===== src/rtl/memio_pkg.sv =====
package memio_pkg;

    localparam logic [31:0] FB_FIRST = 32'h4000_0000;
    localparam logic [31:0] FB_FINAL = 32'h4AFF_FFFF;
    localparam logic [31:0] BTN_ADR  = 32'h4B00_0000;
    localparam int          BTN_W    = 4;

    typedef enum logic [1:0] {
        RGN_RAM = 2'd0,
        RGN_FB  = 2'd1,
        RGN_BTN = 2'd2
    } region_e;

    typedef struct packed {
        region_e            region;
        logic [1:0]         off;
        logic [1:0]         size;
        logic               uns;
        logic [BTN_W-1:0]   btn;
    } ld_ctx_t;

    // Byte count for a size code: 0 -> 1, 1 -> 2, otherwise 4.
    function automatic logic [2:0] size_bytes(input logic [1:0] sz);
        case (sz)
            2'd0:    return 3'd1;
            2'd1:    return 3'd2;
            default: return 3'd4;
        endcase
    endfunction

    // Lane mask over the two-word window {upper, lower}.
    function automatic logic [7:0] lane_mask(input logic [1:0] off, input logic [1:0] sz);
        logic [7:0] base;
        case (sz)
            2'd0:    base = 8'b0000_0001;
            2'd1:    base = 8'b0000_0011;
            default: base = 8'b0000_1111;
        endcase
        return base << off;
    endfunction

endpackage


===== src/rtl/memio_decode.sv =====
module memio_decode
    import memio_pkg::*;
#(
    parameter int FB_PIXELS = 76800,
    parameter int FB_IDX_W  = 17
) (
    input  logic [31:0]         addr,
    output region_e             region,
    output logic                fb_ok,
    output logic [FB_IDX_W-1:0] fb_index
);
    logic [31:0] fb_off;

    always_comb begin
        if (addr >= FB_FIRST && addr <= FB_FINAL)
            region = RGN_FB;
        else if (addr == BTN_ADR)
            region = RGN_BTN;
        else
            region = RGN_RAM;
    end

    assign fb_off   = addr - FB_FIRST;
    assign fb_ok    = (fb_off < 32'(FB_PIXELS));
    assign fb_index = fb_off[FB_IDX_W-1:0];

endmodule


===== src/rtl/memio_lanes.sv =====
module memio_lanes
    import memio_pkg::*;
#(
    parameter int WORD_AW = 10
) (
    input  logic               go,
    input  logic               write,
    input  logic [1:0]         size,
    input  logic [WORD_AW+1:0] baddr,
    input  logic [31:0]        wdata,
    output logic [1:0]         port_en,
    output logic [WORD_AW-1:0] port_addr [2],
    output logic [3:0]         port_we   [2],
    output logic [31:0]        port_wdata[2]
);
    logic [7:0]         mask;
    logic [63:0]        wide;
    logic [WORD_AW-1:0] base_word;

    assign mask      = lane_mask(baddr[1:0], size);
    assign wide      = {32'd0, wdata} << {baddr[1:0], 3'b000};
    assign base_word = baddr[WORD_AW+1:2];

    for (genvar p = 0; p < 2; p++) begin : g_port
        logic [3:0] slice;
        assign slice         = mask[4*p +: 4];
        assign port_en[p]    = go && (slice != 4'd0);
        assign port_addr[p]  = base_word + WORD_AW'(p);
        assign port_we[p]    = (go && write) ? slice : 4'd0;
        assign port_wdata[p] = wide[32*p +: 32];
    end

endmodule


===== src/rtl/memio_ldmerge.sv =====
module memio_ldmerge
    import memio_pkg::*;
(
    input  logic        clk,
    input  logic        rst,
    input  logic        issue,
    input  ld_ctx_t     ctx_in,
    input  logic [31:0] lo_rdata,
    input  logic [31:0] hi_rdata,
    output logic        rsp_valid,
    output logic [31:0] rsp_rdata
);
    ld_ctx_t     ctx_q;
    logic        vld_q;
    logic [31:0] aligned;
    logic [31:0] ram_val;

    always_ff @(posedge clk) begin
        if (rst) begin
            vld_q <= 1'b0;
            ctx_q <= '0;
        end else begin
            vld_q <= issue;
            if (issue) ctx_q <= ctx_in;
        end
    end

    assign aligned = 32'({hi_rdata, lo_rdata} >> {ctx_q.off, 3'b000});

    always_comb begin
        case (ctx_q.size)
            2'd0:    ram_val = ctx_q.uns ? {24'd0, aligned[7:0]}
                                         : {{24{aligned[7]}}, aligned[7:0]};
            2'd1:    ram_val = ctx_q.uns ? {16'd0, aligned[15:0]}
                                         : {{16{aligned[15]}}, aligned[15:0]};
            default: ram_val = aligned;
        endcase
        rsp_rdata = '0;
        if (vld_q) begin
            case (ctx_q.region)
                RGN_RAM: rsp_rdata = ram_val;
                RGN_BTN: rsp_rdata = {{(32-BTN_W){1'b0}}, ctx_q.btn};
                default: rsp_rdata = '0;
            endcase
        end
    end

    assign rsp_valid = vld_q;

endmodule


===== src/rtl/memio_ctrl.sv =====
module memio_ctrl
    import memio_pkg::*;
#(
    parameter int MEM_BYTES = 4096,
    parameter int FB_PIXELS = 76800,
    localparam int WORD_AW  = $clog2(MEM_BYTES / 4),
    localparam int FB_IDX_W = $clog2(FB_PIXELS)
) (
    input  logic                clk,
    input  logic                rst,
    input  logic                req_valid,
    input  logic                req_write,
    input  logic [1:0]          req_size,
    input  logic                req_unsigned,
    input  logic [31:0]         req_addr,
    input  logic [31:0]         req_wdata,
    output logic                rsp_valid,
    output logic [31:0]         rsp_rdata,
    output logic                ram_a_en,
    output logic [WORD_AW-1:0]  ram_a_addr,
    output logic [3:0]          ram_a_we,
    output logic [31:0]         ram_a_wdata,
    input  logic [31:0]         ram_a_rdata,
    output logic                ram_b_en,
    output logic [WORD_AW-1:0]  ram_b_addr,
    output logic [3:0]          ram_b_we,
    output logic [31:0]         ram_b_wdata,
    input  logic [31:0]         ram_b_rdata,
    output logic                fb_we,
    output logic [FB_IDX_W-1:0] fb_index,
    output logic [7:0]          fb_data,
    input  logic [3:0]          btn_in
);
    region_e            region;
    logic               fb_ok;
    logic               ram_go;
    logic [1:0]         p_en;
    logic [WORD_AW-1:0] p_addr [2];
    logic [3:0]         p_we   [2];
    logic [31:0]        p_wd   [2];
    ld_ctx_t            ctx;

    memio_decode #(.FB_PIXELS(FB_PIXELS), .FB_IDX_W(FB_IDX_W)) u_decode (
        .addr     (req_addr),
        .region   (region),
        .fb_ok    (fb_ok),
        .fb_index (fb_index)
    );

    assign ram_go = req_valid && (region == RGN_RAM);

    memio_lanes #(.WORD_AW(WORD_AW)) u_lanes (
        .go         (ram_go),
        .write      (req_write),
        .size       (req_size),
        .baddr      (req_addr[WORD_AW+1:0]),
        .wdata      (req_wdata),
        .port_en    (p_en),
        .port_addr  (p_addr),
        .port_we    (p_we),
        .port_wdata (p_wd)
    );

    assign ram_a_en    = p_en[0];
    assign ram_a_addr  = p_addr[0];
    assign ram_a_we    = p_we[0];
    assign ram_a_wdata = p_wd[0];
    assign ram_b_en    = p_en[1];
    assign ram_b_addr  = p_addr[1];
    assign ram_b_we    = p_we[1];
    assign ram_b_wdata = p_wd[1];

    assign fb_we   = req_valid && req_write && (region == RGN_FB) && fb_ok;
    assign fb_data = req_wdata[7:0];

    assign ctx = '{region: region, off: req_addr[1:0], size: req_size,
                   uns: req_unsigned, btn: btn_in};

    memio_ldmerge u_ldmerge (
        .clk       (clk),
        .rst       (rst),
        .issue     (req_valid && !req_write),
        .ctx_in    (ctx),
        .lo_rdata  (ram_a_rdata),
        .hi_rdata  (ram_b_rdata),
        .rsp_valid (rsp_valid),
        .rsp_rdata (rsp_rdata)
    );


    upper_needs_lower_chk: assert property (@(posedge clk) disable iff (rst)
        ram_b_en |-> ram_a_en);


    store_lane_count_chk: assert property (@(posedge clk) disable iff (rst)
        (req_valid && req_write && region == RGN_RAM) |->
        ($countones(ram_a_we) + $countones(ram_b_we) == int'(size_bytes(req_size))));


    rsp_follows_load_chk: assert property (@(posedge clk) disable iff (rst)
        rsp_valid |-> $past(req_valid && !req_write));


    fb_excludes_ram_chk: assert property (@(posedge clk) disable iff (rst)
        fb_we |-> (ram_a_we == 4'd0 && ram_b_we == 4'd0));


    fb_index_bound_chk: assert property (@(posedge clk) disable iff (rst)
        fb_we |-> (32'(fb_index) < 32'(FB_PIXELS)));


    idle_quiet_chk: assert property (@(posedge clk) disable iff (rst)
        !req_valid |-> (!fb_we && ram_a_we == 4'd0 && ram_b_we == 4'd0));

endmodule


===== config.mk =====
export PLATFORM = sky130hd
export DESIGN_NAME = memio_ctrl
export DESIGN_NICKNAME = d
export VERILOG_FILES = /design/src/rtl/memio_pkg.sv /design/src/rtl/memio_decode.sv /design/src/rtl/memio_lanes.sv /design/src/rtl/memio_ldmerge.sv /design/src/rtl/memio_ctrl.sv
export SDC_FILE = /design/constraint.sdc
export NUM_CORES = 1
export LEC_CHECK = 0
export BUFFER_PORTS_ARGS = -buffer_cell sky130_fd_sc_hd__buf_4
export CORE_AREA = 4 4 112 114
export DETAILED_ROUTE_END_ITERATION = 16
export DIE_AREA = 0 0 116 118
export GPL_TIMING_DRIVEN = 0
export SYNTH_ARGS = -nofsm -noshare
export SYNTH_HDL_FRONTEND = slang
export SYNTH_SLANG_ARGS = --single-unit

===== constraint.sdc =====
create_clock -name clk -period 3.6 [get_ports clk]
set_input_delay 0.18 -clock clk [delete_from_list [all_inputs] [get_ports clk]]
set_output_delay 0.18 -clock clk [all_outputs]
set_load 0.01 [all_outputs]

==> reports/metrics.csv, run 1 <==
stage,metric,value,unit
run_status,status,completed,
floorplanning,Top Ports,292,
worst_setup_path,Critical Setup Path Class,register to output port,
layout,Layout area overhead,78.3,%
clocking,CTS tree,done,
global_route,pin count of the biggest net entering global routing,11,
clocking,total setup buffers inserted after CTS,0,
layout,share of cells above drive strength 1,0.556,
floorplanning,initial core utilization,0.262,
route,drt first pass iters,4,
route,DRC violations left,0,
pwr,leakage power,0.00271,uW
layout,fin nets,817,
synth,Post-Syn Area,3000,um^2
synth,Mapped Avg Cell Area,7.68,um^2
sta,final hold violations,0,
place,PortBufs,273,
sta,Max Clk Rate,0.438,GHz
synth,Seq cells post-synth,12,
sta,Max Clock Skew,0,ns
route,vias per cell,4.84,
synth,number of synthesized flops with an enable pin,0,
global_route,total track usage,0.200,
clocking,CTS Hold Bufs,0,
sta,TNS Setup,0,ns
run,Max Cap Viol,0,
global_route,vias in the first global route,4031,
sta,Final period util,0.635,
sta,Tmin final,2.29,ns
synth,Cells after Synth,390,
layout,filler cell count,1173,
floorplanning,die area,13700,um^2
layout,diode count,0,
clocking,Root Buffer,clkbuf_16,
route,initial drt markers,212,
synth,Synth cell types,45,
place,hpwl dp,12300,um
worst_setup_path,crit-path max FO,10,
floorplanning,height of the die,118,um
synth,ys flop type,dfxtp_1,
sta,hold_ws,0.114,ns
clocking,CTS sink cnt,12,
sta,Slew HR,0.390,
clocking,TritonCTS Buffers,3,
floorplanning,num rows,39,
route,Post-Route WL,14600,um
sta,final count of negative-setup-slack endpoints,0,
worst_setup_path,Crit. End Element,output port,
worst_setup_path,startpoint types,register,
sta,Slew Limit Fails,0,
global_route,initial antenna violation count,0,
synth,register area share after synthesis,0.0802,
route,via count,3959,
clocking,Resized cells post-CTS,0,
global_route,first-pass GRT wire length,22000,um
route,DR WL/cell,17.8,um
worst_setup_path,"Data arrival, critical path",2.11,ns
floorplanning,Die Wd,116,um
clocking,H-Tree Depth,1,
layout,storage element area,240,um^2
synth,ys async rst share,0,
layout,area of the multi-input gates,2240,um^2
sta,RSZ-0062 raised after global routing,false,
place,final RePlAce weighted congestion,0.913,
clocking,clock transition at the registers of the reported paths,0.04,ns
hold_path,hold crit path type,primary input to register,
synth,Ys Warns,0,
worst_setup_path,Worst Path Required,3.42,ns
global_route,grt total ovfl,0,
clocking,CTS Buffer Depth,2,
floorplanning,Core Box Area,11400,um^2
pwr,pwr dens,185,nW/um^2
route,ANT nets after route,0,
place,Post-DP Area,5260,um^2
layout,Final Cell Area,5340,um^2
clocking,Worst-Skew Late Latency,0.24,ns
sta,Worst-Margin Slew,0.908,ns
pwr,maximum VDD drop,0.147,mV
==> cell families after synthesis <==
kind of cell	after synthesis	synth area share
AO/OA/AOI/OAI	62	0.113
XOR/XNOR	8	0.0234
adder cells (fa/ha/maj)	2	0.00835
buffers and inverters	92	0.182
flip-flops	12	0.0802
multiplexers	73	0.368
other	1	0.00125
AND/OR/NAND/NOR	140	0.224
==> per-layer routing <==
metal  global-route usage  up-vias  share of wire
li1                     -     1906              -
met1                0.246     1844           0.38
met2                0.362      188           0.52
met3               0.0391       21          0.078
met4               0.0326        0          0.016
met5                    0        -              0
==> metrics by stage <==
step | utilization | power [uW] | instances | setup slack [ns]
6_report | 0.468 | 987 | 818 | 1.31
5_1_grt | 0.468 | 1060 | 818 | 1.16
4_1_cts | 0.468 | 997 | 818 | 1.30
3_5_place_dp | 0.460 | 764 | 814 | 1.37
3_3_place_gp | 0.460 | 758 | 814 | 1.40
2_1_floorplan | - | 432 | 398 | 1.84
==> flip-flops by register name, indices dropped and copies added, names as in the netlist <==
signal / count
u_ldmerge.rsp_valid: 1
u_ldmerge.ctx_q: 11
==> power by group <==
part | total, uW | internal, uW | leakage, uW | switching (uW)
Combinational | 619 | 337 | 0.00257 | 282
Sequential | 142 | 139 | 0.0000979 | 3.22
Clock | 226 | 168 | 0.0000442 | 58.5
==> cell usage in the layout, fill, tap and decap left out, drive strengths merged, types with 12 or more instances in the layout <==
cell type / synthesis / routed
dfxtp: 12 / 12
o21ai: 35 / 35
mux2i: 39 / 39
mux4: 29 / 29
buf: 59 / 332
inv: 21 / 21
clkbuf: 12 / 16
nand2: 52 / 52
nor2: 31 / 31
a21oi: 22 / 22
==> worst max-delay path, cell delays in order, from the launching register on <==
cell	delay [ns]
dfxtp_1	0.29
buf_2	0.16
or3b_2	0.57
inv_1	0.08
nand2_1	0.17
clkbuf_2	0.27
o21ai_1	0.19
buf_4	0.15
==> worst paths after layout <==
path / startpoint / to / slack (ns) / depth (start not counted)
setup / recovery: u_ldmerge.ctx_q[10] / rsp_rdata[26] / 1.31 / 7
hold / removal: rst / u_ldmerge.ctx_q[0] / 0.11 / 2
setup reg to reg: u_ldmerge.ctx_q[7] / u_ldmerge.ctx_q[7] / 2.15 / 5
hold reg to reg: u_ldmerge.ctx_q[3] / u_ldmerge.ctx_q[3] / 0.46 / 2
==> synth_stat cells (2+ instances only) <==
cell	instances	share of area
nand2b_1	2	0.0042
xnor2_1	6	0.018
o21ai_0	25	0.042
nand2_1	51	0.064
mux4_2	29	0.22
nor4_1	6	0.013
buf_2	9	0.015
nor2_1	31	0.039
a21oi_1	22	0.037
xor2_1	2	0.0058
o21ai_1	7	0.012
nor2b_1	5	0.010
mux2_2	4	0.015
clkbuf_1	11	0.014
mux2i_1	39	0.13
inv_1	20	0.025
buf_1	3	0.0038
dfxtp_1	12	0.080
buf_4	45	0.11
nand3_1	4	0.0067
or4_1	2	0.0050
nor3_1	9	0.015
o21ai_2	3	0.0088
and4_1	2	0.0058
and2_1	9	0.019
nand4_1	4	0.0083
ha_1	2	0.0083
and3_1	9	0.019
==> final cells by class <==
type	count	area share
Tap cell	143	0.0335
Buffer	71	0.0873
Sequential cell	12	0.0450
Timing Repair Buffer	273	0.384
Inverter	21	0.0148
Clock buffer	4	0.0166
Multi-Input combinational cell	294	0.419
No activity file was read; power rests on OpenSTA's default activity.
==> inputs of run 2 (changes only) <==
==> constraint.sdc (replaced) <==
create_clock -name clk -period 2.2 [get_ports clk]
set_input_delay 0.11 -clock clk [delete_from_list [all_inputs] [get_ports clk]]
set_output_delay 0.11 -clock clk [all_outputs]
set_load 0.01 [all_outputs]
==> run 2 against run 1 <==
Compared with the run above: routed wire length grew 0.80%; clock skew is the same; worst setup slack lost 1.2 ns; non-clock buffer count grew 2; first-iteration DRC count grew 16%; total power grew 65%; die area is the same; global-route usage is essentially flat; critical path depth is the same; critical path type unchanged; largest power group unchanged; highest routed layer unchanged.
==> reports/metrics.csv, run 2 (same netlist as run 1, synthesis figures left out) <==
stage,metric,value,unit
run_status,status,completed,
sta,Worst-Margin Slew,0.795,ns
clocking,CTS tree,done,
clocking,Root Buffer,clkbuf_16,
worst_setup_path,Worst Path Required,2.09,ns
worst_setup_path,"Slowest-stage cell, CP",mux4_2,
place,dpl cells,814,
floorplanning,initial core utilization,0.262,
route,DR WL/cell,17.9,um
sta,Tmin final,2.13,ns
route,drt first pass iters,5,
global_route,grt total ovfl,0,
floorplanning,Top Ports,292,
clocking,H-Tree Depth,1,
route,via count,3971,
sta,Slew Limit Fails,0,
global_route,pin count of the biggest net entering global routing,11,
place,final RePlAce weighted congestion,0.913,
worst_setup_path,Crit. End Element,output port,
sta,Slew HR,0.468,
pwr,maximum VDD drop,0.242,mV
worst_setup_path,crit-path cells,buf_6 -> mux2_4 -> mux4_2 -> nand2_4 -> clkbuf_16 -> o21ai_1 -> buf_4,
worst_setup_path,Top delay family on crit path,multiplexers,
run,Max Cap Viol,0,
floorplanning,num rows,39,
worst_setup_path,startpoint types,register,
global_route,first-pass GRT wire length,22100,um
layout,Reg with most FFs,u_ldmerge.ctx_q,
floorplanning,height of the die,118,um
sta,Max Clk Rate,0.468,GHz
clocking,CTS Buffer Depth,2,
floorplanning,Die Wd,116,um
sta,final count of negative-setup-slack endpoints,0,
layout,Layout area overhead,81.0,%
global_route,initial antenna violation count,0,
route,initial drt markers,246,
sta,Final period util,0.970,
layout,"most common cell after layout, fill and taps aside",buf_4,
layout,"leading cell types in the layout, fill and taps excluded","buf_4 (323), nand2_1 (51), mux2i_1 (39), nor2_1 (31), mux4_2 (29)",
route,Post-Route WL,14700,um
worst_setup_path,"Data arrival, critical path",2.02,ns
clocking,clock transition at the registers of the reported paths,0.04,ns
global_route,vias in the first global route,4046,
clocking,CTS Hold Bufs,0,
place,PortBufs,273,
sta,final hold violations,0,
worst_setup_path,WP buf/inv,3,
worst_setup_path,Critical Setup Path Class,register to output port,
place,hpwl dp,12300,um
hold_path,hold crit path type,primary input to register,
pwr,pwr dens,300,nW/um^2
layout,Final Instance Count excl. Fillers,820,
clocking,TritonCTS Buffers,3,
route,vias per cell,4.84,
layout,share of cells above drive strength 1,0.561,
floorplanning,die area,13700,um^2
worst_setup_path,crit-path max FO,8,
layout,fin nets,819,
route,ANT nets after route,0,
pwr,leakage power,0.00276,uW
route,DRC violations left,0,
layout,diode count,0,
worst_setup_path,slowest cell delay on critical path,0.50,ns
floorplanning,Core Box Area,11400,um^2
pwr,Final Total Pwr,1630,uW
clocking,Worst-Skew Late Latency,0.24,ns
clocking,CTS sink cnt,12,
sta,Max Clock Skew,0,ns
global_route,total track usage,0.201,
layout,max reg flops,11,
## run 2: cell count changes in the layout (fill, tap and decap cells not counted), moves of 3 or more
cell and change:
clkbuf_4 +3, buf_2 -5, mux2_4 +3, buf_4 +5, mux2_2 -3
## run 2: cell type report
type	count	area (um^2)
buffer	70	478
sequential	12	240
tap	143	179
fill	1166	5990
timing repair buffer	276	2090
clock buffer	4	88.8
multi-input combinational	294	2270
inverter	21	78.8
## run 2: timing repair
action	CTS	global route
resized for setup	3	11
gates cloned	0	1
endpoints found under the setup margin	6	34
buffers inserted	0	2
endpoints found under the hold margin	0	0
pin swaps	0	1
## run 2: report_power, final
part | switching (uW) | internal (uW) | leakage [uW]
Sequential | 5.62 | 227 | 0.0000979
Clock | 96.1 | 274 | 0.0000442
Combinational | 464 | 561 | 0.00262
Total | 566 | 1060 | 0.00276
## run 2: worst reg2reg max path, stage by stage, from the launching register on
cell,delay [ns]
dfxtp_1,0.31
buf_6,0.14
clkbuf_4,0.29
clkbuf_4,0.29
nand2_1,0.07
a21oi_1,0.14
## run 2: worst paths after layout
check                startpoint            endpoint  slack [ns]  depth (start not counted)
max          u_ldmerge.ctx_q[7]       rsp_rdata[23]        0.07                          7
min                         rst  u_ldmerge.ctx_q[0]        0.04                          2
max reg2reg  u_ldmerge.ctx_q[7]  u_ldmerge.ctx_q[7]        0.89                          5
min reg2reg  u_ldmerge.ctx_q[3]  u_ldmerge.ctx_q[3]        0.46                          2
## run 2: stage by stage
step / setup TNS [ns] / hold slack [ns] / worst slack, ns / cell area, um^2 / util
2_1_floorplan: 0 / 0.179 / 0.514 / 3030 / -
3_3_place_gp: 0 / 0.287 / 0.138 / 5260 / 0.460
3_5_place_dp: 0 / 0.292 / 0.107 / 5260 / 0.460
4_1_cts: 0 / 0.0415 / 0.0149 / 5350 / 0.469
5_1_grt: -0.00592 / 0.0418 / -0.00403 / 5420 / 0.475
6_report: 0 / 0.0446 / 0.0650 / 5420 / 0.475
## run 2: routing by layer
layer,GRT usage,vias up,routed length [um]
met3,0.0380,21,1190
li1,-,1903,-
met2,0.363,179,7780
met4,0.0326,0,251
met1,0.247,1868,5480
met5,0,-,0
==> inputs of run 3 (changes only) <==
--- a/config.mk
+++ b/config.mk
@@ -10,6 +10,7 @@
 export DETAILED_ROUTE_END_ITERATION = 16
 export DIE_AREA = 0 0 116 118
 export GPL_TIMING_DRIVEN = 0
+export HOLD_SLACK_MARGIN = 0.08
 export SYNTH_ARGS = -nofsm -noshare
 export SYNTH_HDL_FRONTEND = slang
 export SYNTH_SLANG_ARGS = --single-unit
==> run 3 against run 2 <==
Compared with the run above: final area increased by 0.18%; routed wire length about the same; via count increased by 0.13%; utilization increased by 0.088 points; total power about the same; clock power about the same; sequential share of layout area about the same; clock-buffer cell count unchanged; critical path depth unchanged; maximum frequency about the same; critical path type unchanged; largest power group unchanged.
==> reports/metrics.csv, run 3 (same netlist as run 1, synthesis figures left out) <==
stage,metric,value,unit
run_status,status,completed,
place,hpwl dp,12300,um
route,Post-Route WL,14700,um
worst_setup_path,crit-path cells,buf_6 -> mux2_4 -> mux4_2 -> nand2_4 -> clkbuf_16 -> o21ai_1 -> buf_4,
layout,filler cell count,1165,
sta,Worst-Margin Slew,0.792,ns
route,ANT nets after route,0,
route,drt first pass iters,6,
route,DR WL/cell,17.9,um
global_route,vias in the first global route,4055,
place,dpl cells,814,
pwr,maximum VDD drop,0.242,mV
worst_setup_path,slowest cell delay on critical path,0.50,ns
clocking,TritonCTS Buffers,3,
floorplanning,initial core utilization,0.262,
floorplanning,num rows,39,
place,Post-DP Area,5260,um^2
sta,Final period util,0.970,
route,initial drt markers,211,
route,via count,3976,
sta,Tmin final,2.13,ns
worst_setup_path,"Data arrival, critical path",2.02,ns
clocking,Worst-Skew Late Latency,0.24,ns
layout,area of the multi-input gates,2270,um^2
clocking,CTS tree,done,
layout,share of cells above drive strength 1,0.560,
worst_setup_path,WP buf/inv,3,
global_route,pin count of the biggest net entering global routing,11,
global_route,total track usage,0.201,
layout,storage element area,240,um^2
layout,max reg flops,11,
sta,TNS Setup,0,ns
place,final RePlAce weighted congestion,0.913,
place,pre-CTS WS,0.107,ns
floorplanning,height of the die,118,um
route,DRC violations left,0,
floorplanning,Top Ports,292,
sta,Max Clock Skew,0,ns
layout,diode count,0,
layout,Reg with most FFs,u_ldmerge.ctx_q,
clocking,clock transition at the registers of the reported paths,0.04,ns
global_route,first-pass GRT wire length,22100,um
clocking,CTS sink cnt,12,
layout,Layout area overhead,81.3,%
global_route,grt total ovfl,0,
clocking,CTS Buffer Depth,2,
layout,Final Cell Area,5430,um^2
hold_path,hold crit path type,primary input to register,
sta,Slew Limit Fails,0,
sta,Slew HR,0.470,
pwr,leakage power,0.00276,uW
layout,"most common cell after layout, fill and taps aside",buf_4,
layout,"leading cell types in the layout, fill and taps excluded","buf_4 (323), nand2_1 (51), mux2i_1 (39), nor2_1 (31), mux4_2 (29)",
sta,Max Clk Rate,0.468,GHz
worst_setup_path,crit-path max FO,8,
sta,final hold violations,0,
place,PortBufs,273,
floorplanning,Core Box Area,11400,um^2
worst_setup_path,"Slowest-stage cell, CP",mux4_2,
pwr,pwr dens,300,nW/um^2
worst_setup_path,startpoint types,register,
layout,Final Instance Count excl. Fillers,821,
worst_setup_path,Crit. End Element,output port,
layout,fin nets,820,
sta,final count of negative-setup-slack endpoints,0,
worst_setup_path,Top delay family on crit path,multiplexers,
clocking,Root Buffer,clkbuf_16,
layout,post-layout util,0.476,
clocking,H-Tree Depth,1,
route,vias per cell,4.84,
floorplanning,Die Wd,116,um
run,Max Cap Viol,0,
sta,setup ws final,0.0654,ns
floorplanning,die area,13700,um^2
global_route,initial antenna violation count,0,
worst_setup_path,Worst Path Required,2.09,ns
worst_setup_path,Critical Setup Path Class,register to output port,
## run 3: changes by cell type in the layout (fill, tap and decap cells not counted)
cell and delta:
dlygate4sd3_1 +1
## run 3: worst paths after layout
path	startpoint	endpoint	slack (ns)	cells past startpoint
max	u_ldmerge.ctx_q[7]	rsp_rdata[23]	0.07	7
min	btn_in[0]	u_ldmerge.ctx_q[0]	0.13	3
max reg2reg	u_ldmerge.ctx_q[7]	u_ldmerge.ctx_q[7]	0.89	5
min reg2reg	u_ldmerge.ctx_q[3]	u_ldmerge.ctx_q[3]	0.46	2
## run 3: metrics by stage
step / power [uW] / hold slack, ns
after floorplan: 707 / 0.179
after global placement: 1240 / 0.287
after detailed placement: 1250 / 0.292
after CTS: 1630 / 0.123
after global routing: 1750 / 0.133
final: 1630 / 0.125
## run 3: power by group
group / switching [uW] / total [uW] / internal, uW / leakage (uW)
logic: 465 / 1030 / 563 / 0.00262
registers: 5.59 / 232 / 227 / 0.0000979
clock network: 95.5 / 370 / 274 / 0.0000442
total: 566 / 1630 / 1060 / 0.00276
## run 3: layer usage
metal | track usage | share of wire
met4 | 0.0326 | 0.015
met2 | 0.364 | 0.53
met5 | 0 | 0
met3 | 0.0380 | 0.079
met1 | 0.247 | 0.38
## run 3: worst register-to-register path, stage by stage (launching register included)
cell and delay [ns]:
dfxtp_1 0.31, buf_6 0.14, clkbuf_4 0.29, clkbuf_4 0.29, nand2_1 0.07, a21oi_1 0.14
## run 3: area by class of cell
cell class                 count  area share
sequential                    12      0.0442
tap                          143      0.0329
buffer                        70      0.0880
multi-input combinational    294       0.418
inverter                      21      0.0145
clock buffer                   4      0.0163
timing repair buffer         277       0.386
## run 3: repair_timing
item | CTS | global route
gates resized for setup | 3 | 11
hold buffers | 1 | 0
cloned | 0 | 1
setup buffers | 0 | 2
pin swaps | 0 | 1
endpoints found under the setup margin | 6 | 34
hold endpoints to repair | 2 | 0
